$ cat src/rtl/pwr_ctl_pkg.sv
package pwr_ctl_pkg;
  localparam int CFG_W     = 8;
  localparam int SEL_W     = 2;
  localparam int EN_BIT    = 7;
  localparam int IRQEN_BIT = 6;
  localparam int FORCE_BIT = 5;
  localparam int STAT_BIT  = 4;
  localparam int TH_LSB    = 2;
  localparam int OUTV_LSB  = 0;
  localparam logic [CFG_W-1:0] CFG_RST  = 8'b1010_0000;
  localparam logic [CFG_W-1:0] STAT_MSK = CFG_W'(1) << STAT_BIT;

  typedef struct packed {
    logic loadCfg;  // capture write data this edge
    logic regOn;    // regulator decision for this cycle
    logic irqArm;   // interrupt condition to be registered
  } pwr_strb_t;
endpackage

$ cat src/rtl/pwr_ctl_ctrl.sv
module pwr_ctl_ctrl
  import pwr_ctl_pkg::*;
(
  input  logic      wrEn,
  input  logic      sleepIn,
  input  logic      lowSupply,
  input  logic      cfgEn,
  input  logic      cfgIrqEn,
  input  logic      cfgForce,
  output pwr_strb_t strb
);
  logic regOn;

  // Force: the enable bit alone decides. Otherwise the regulator is off in sleep.
  always_comb begin
    if (cfgForce) regOn = cfgEn;
    else          regOn = cfgEn & ~sleepIn;
  end

  always_comb begin
    strb.loadCfg = wrEn;
    strb.regOn   = regOn;
    strb.irqArm  = cfgIrqEn & lowSupply & ~sleepIn & regOn;
  end
endmodule

$ cat src/rtl/pwr_ctl_dp.sv
module pwr_ctl_dp
  import pwr_ctl_pkg::*;
(
  input  logic             clk,
  input  logic             rstN,
  input  pwr_strb_t        strb,
  input  logic [CFG_W-1:0] wrData,
  output logic [CFG_W-1:0] cfgQ,
  output logic [CFG_W-1:0] rdData,
  output logic             lvIrq
);
  always_ff @(posedge clk or negedge rstN) begin
    if (!rstN)             cfgQ <= CFG_RST;
    else if (strb.loadCfg) cfgQ <= wrData & ~STAT_MSK;
  end

  always_ff @(posedge clk or negedge rstN) begin
    if (!rstN) lvIrq <= 1'b0;
    else       lvIrq <= strb.irqArm;
  end

  // Read value: stored bits, with the live regulator status at bit 4.
  always_comb begin
    rdData           = cfgQ;
    rdData[STAT_BIT] = strb.regOn;
  end
endmodule

$ cat src/rtl/pwr_ctl_reg.sv
module pwr_ctl_reg
  import pwr_ctl_pkg::*;
(
  input  logic             clk,
  input  logic             rstN,
  input  logic             wrEn,
  input  logic [CFG_W-1:0] wrData,
  input  logic             sleepIn,
  input  logic             lowSupply,
  output logic [CFG_W-1:0] rdData,
  output logic             regEn,
  output logic [SEL_W-1:0] outvSel,
  output logic [SEL_W-1:0] lvThSel,
  output logic             lvIrq
);
  pwr_strb_t        strb;
  logic [CFG_W-1:0] cfgQ;

  pwr_ctl_ctrl i_ctrl (
    .wrEn      (wrEn),
    .sleepIn   (sleepIn),
    .lowSupply (lowSupply),
    .cfgEn     (cfgQ[EN_BIT]),
    .cfgIrqEn  (cfgQ[IRQEN_BIT]),
    .cfgForce  (cfgQ[FORCE_BIT]),
    .strb      (strb)
  );

  pwr_ctl_dp i_dp (
    .clk    (clk),
    .rstN   (rstN),
    .strb   (strb),
    .wrData (wrData),
    .cfgQ   (cfgQ),
    .rdData (rdData),
    .lvIrq  (lvIrq)
  );

  assign regEn   = strb.regOn;
  assign outvSel = cfgQ[OUTV_LSB +: SEL_W];
  assign lvThSel = cfgQ[TH_LSB +: SEL_W];
endmodule

$ cat config.mk
export PLATFORM = sky130hd
export DESIGN_NAME = pwr_ctl_reg
export DESIGN_NICKNAME = d
export VERILOG_FILES = /design/src/rtl/pwr_ctl_pkg.sv /design/src/rtl/pwr_ctl_ctrl.sv /design/src/rtl/pwr_ctl_dp.sv /design/src/rtl/pwr_ctl_reg.sv
export SDC_FILE = /design/constraint.sdc
export NUM_CORES = 1
export LEC_CHECK = 0
export ABC_AREA = 1
export BUFFER_PORTS_ARGS = -buffer_cell sky130_fd_sc_hd__buf_2
export CORE_AREA = 10 10 47 49
export CTS_BUF_LIST = sky130_fd_sc_hd__clkbuf_4 sky130_fd_sc_hd__clkbuf_8
export CTS_CLUSTER_SIZE = 24
export DETAILED_ROUTE_END_ITERATION = 16
export DIE_AREA = 0 0 57 59
export MAX_ROUTING_LAYER = met4
export RECOVER_POWER = 25
export SLEW_MARGIN = 15
export SYNTH_ARGS = -nofsm -noshare
export SYNTH_HDL_FRONTEND = slang
export SYNTH_HIERARCHICAL = 1
export SYNTH_SLANG_ARGS = --single-unit
$ cat constraint.sdc
create_clock -name clk -period 3.7 [get_ports clk]
set_clock_uncertainty 0.2 [all_clocks]
set_input_delay 0.555 -clock clk [delete_from_list [all_inputs] [get_ports clk]]
set_output_delay 0.555 -clock clk [all_outputs]
set_load 0.02 [all_outputs]
==> flow_summary.toml <==
[detailed_routing]
firstDrtPassIters = 2
wl_per_cell_um = 10.81
postRouteWirelength_um = 897
drtIter0Drc = 4
vias_per_cell = 3.819
drc = 0
ant_nets = 0
vias = 317

[cts]
clock_latency_ps = 250
cts_buffers = 3
clock_sinks = 8
cts_setup_buffers = 0
cts_hold_buf = 1
htreeDepth = 1
cts_buffer_depth = 2
cts_resized = 0
root_buffer = "clkbuf_4"
clkSlewWorstSetupHoldPaths_ps = 50
cts_tree = "built"

[placed_design]
dp_hpwl_um = 730.4
portBuffers = 25
dp_slack_ps = 1943
gp_congestion = 0.6490

[layout]
area_growth_pct = 24.45
fill_cells = 164
final_nets = 81
diodes = 0
drive_gt1_share_pct = 43.28
fin_util_pct = 35.45

[logic_synthesis]
yosysWarnings = 6
syn_inst = 48
avgSynthCellArea_um2 = 8.315
synth_fp_nets = 61
syn-cell-area_um2 = 399.1

[floorplanning]
start_util_pct = 28.48
row_count = 14
core_mm2 = 0.001401
dieHeight_um = 59
chipWidth_um = 57
io-pin-count = 27
die_area_mm2 = 0.003363

[grt]
grt-ovfl-total = 0
grt_first_pass_wirelength_um = 1545
grtUsageTotal_pct = 6.082
grt_max_degree = 9
grt_antenna_before_repair = 0
grt_pass1_vias = 345

[setup_path]
critPathMaxStageDelay_ps = 550
critPathLaunchType = "register"
arrival_ps = 1170
timing.rr.start = "i_dp/cfgQ[7]$_DFFE_PN1P_"
cp.buffers_inverters = 2
cp_max_fo = 4
setup.worst_path.start = "i_dp/cfgQ[7]$_DFFE_PN1P_"
crit_required_ps = 2940
endpoint_kind = "output port"
worstSetupPathType = "register to output port"
cp_slowest_cell = "dfstp_1"
critical-path-top-delay-family = "flip-flops"
path_cells = "inv_1 -> a21oi_1 -> buf_2"

[power_and_ir_drop]
switching_share_pct = 29.53
power.internal_w = 0.0001618
clkPwrFrac_pct = 34.8
seq_power_share_pct = 43.9
power_density_mw_per_mm2 = 462.3
p_switching_w = 0.00006782
ir_drop_uv = 160.2
p_comb_share_pct = 21.3
leakage_nw = 0.3068

[sta]
layout_min_cycle_time_ps = 1920
slew_headroom_pct = 78.44
setup_viol = 0
postLayoutSetupSlackWorst_ps = 1780
slew_violations = 0
setup_tns_ps = 0
hold_viol_final = 0
worst_pin_slew_ps = 323.4
post-route-period-util_pct = 51.90
clock.fmax_mhz = 520.7
rsz0062_at_grt = "no"

[hold_path]
hold_class = "register to register"
min_from = "i_dp/cfgQ[5]$_DFFE_PN1P_"

[status]
status = "finished clean"

[job]
maxCapViolations = 0
==> routing by layer <==
metal / global-route usage, % / vias to the layer above / part of all wire [%]
li1: - / 170 / -
met5: - / - / 0
met2: 8.682 / 14 / 46
met3: 2.575 / 2 / 7.4
met1: 6.771 / 131 / 46
met4: 4.027 / 0 / 0.45
==> power by group through the flow <==
| stage | Clock, W | Sequential, W | Combinational, W |
|---|---|---|---|
| 2_1_floorplan | 0 | 0.000108 | 0.0000363 |
| 3_3_place_gp | 0 | 0.000103 | 0.0000495 |
| 3_5_place_dp | 0 | 0.000103 | 0.0000498 |
| 4_1_cts | 0.0000829 | 0.000101 | 0.0000506 |
| 5_1_grt | 0.0000894 | 0.000102 | 0.0000548 |
| 6_report | 0.0000799 | 0.000101 | 0.0000490 |
==> state kept, by name (all words and copies together), names as in the netlist <==
signal and flops:
i_dp/cfgQ 7, i_dp/lvIrq 1
==> path summary, 6_finish.rpt <==
check,end,slack [ps],depth (start not counted)
setup / recovery,regEn,1780,3
hold / removal,i_dp/cfgQ[5]$_DFFE_PN1P_,270,2
setup reg to reg,i_dp/lvIrq$_DFF_PN0_,2740,2
hold reg to reg,i_dp/cfgQ[5]$_DFFE_PN1P_,270,2
max in group asynchronous,i_dp/cfgQ[5]$_DFFE_PN1P_,2600,2
min in group asynchronous,i_dp/cfgQ[2]$_DFFE_PN0P_,450,2
==> worst register-to-register path, stage by stage (launching register included) <==
cell	delay (ps)
dfstp_1	550
nand2_1	60
nor2_1	70
==> per-stage QoR <==
| step | std cells | instance area (um2) | total power (W) | hold WS [ps] |
|---|---|---|---|---|
| floorplan | 48 | 399.1 | 0.0001439 | 59.41 |
| finish | 83 | 496.7 | 0.0002296 | 271.3 |
| detailed placement | 78 | 457.9 | 0.0001526 | 204.7 |
| global placement | 78 | 457.9 | 0.0001521 | 204.1 |
| global route | 83 | 496.7 | 0.0002465 | 299.2 |
| CTS | 83 | 498.0 | 0.0002348 | 278.2 |
==> placed cells by master, fill, tap and decap left out <==
| master | instances |
|---|---|
| nand2_1 | 23 |
| dfstp_1 | 1 |
| dlygate4sd3_1 | 1 |
| dfstp_2 | 1 |
| nor2_1 | 1 |
| clkbuf_1 | 1 |
| clkbuf_4 | 4 |
| a21oi_1 | 1 |
| inv_1 | 4 |
| buf_2 | 24 |
| dfrtp_1 | 6 |
==> layout make-up <==
class                      instances  area, um2  area share (%)
multi-input combinational         25      95.09           19.14
tap                               16      20.02           4.030
sequential                         8      202.7           40.81
timing repair buffer              26      133.9           26.95
inverter                           4      15.01           3.023
clock buffer                       4      30.03           6.045
Power figures use the tool's default switching activity.
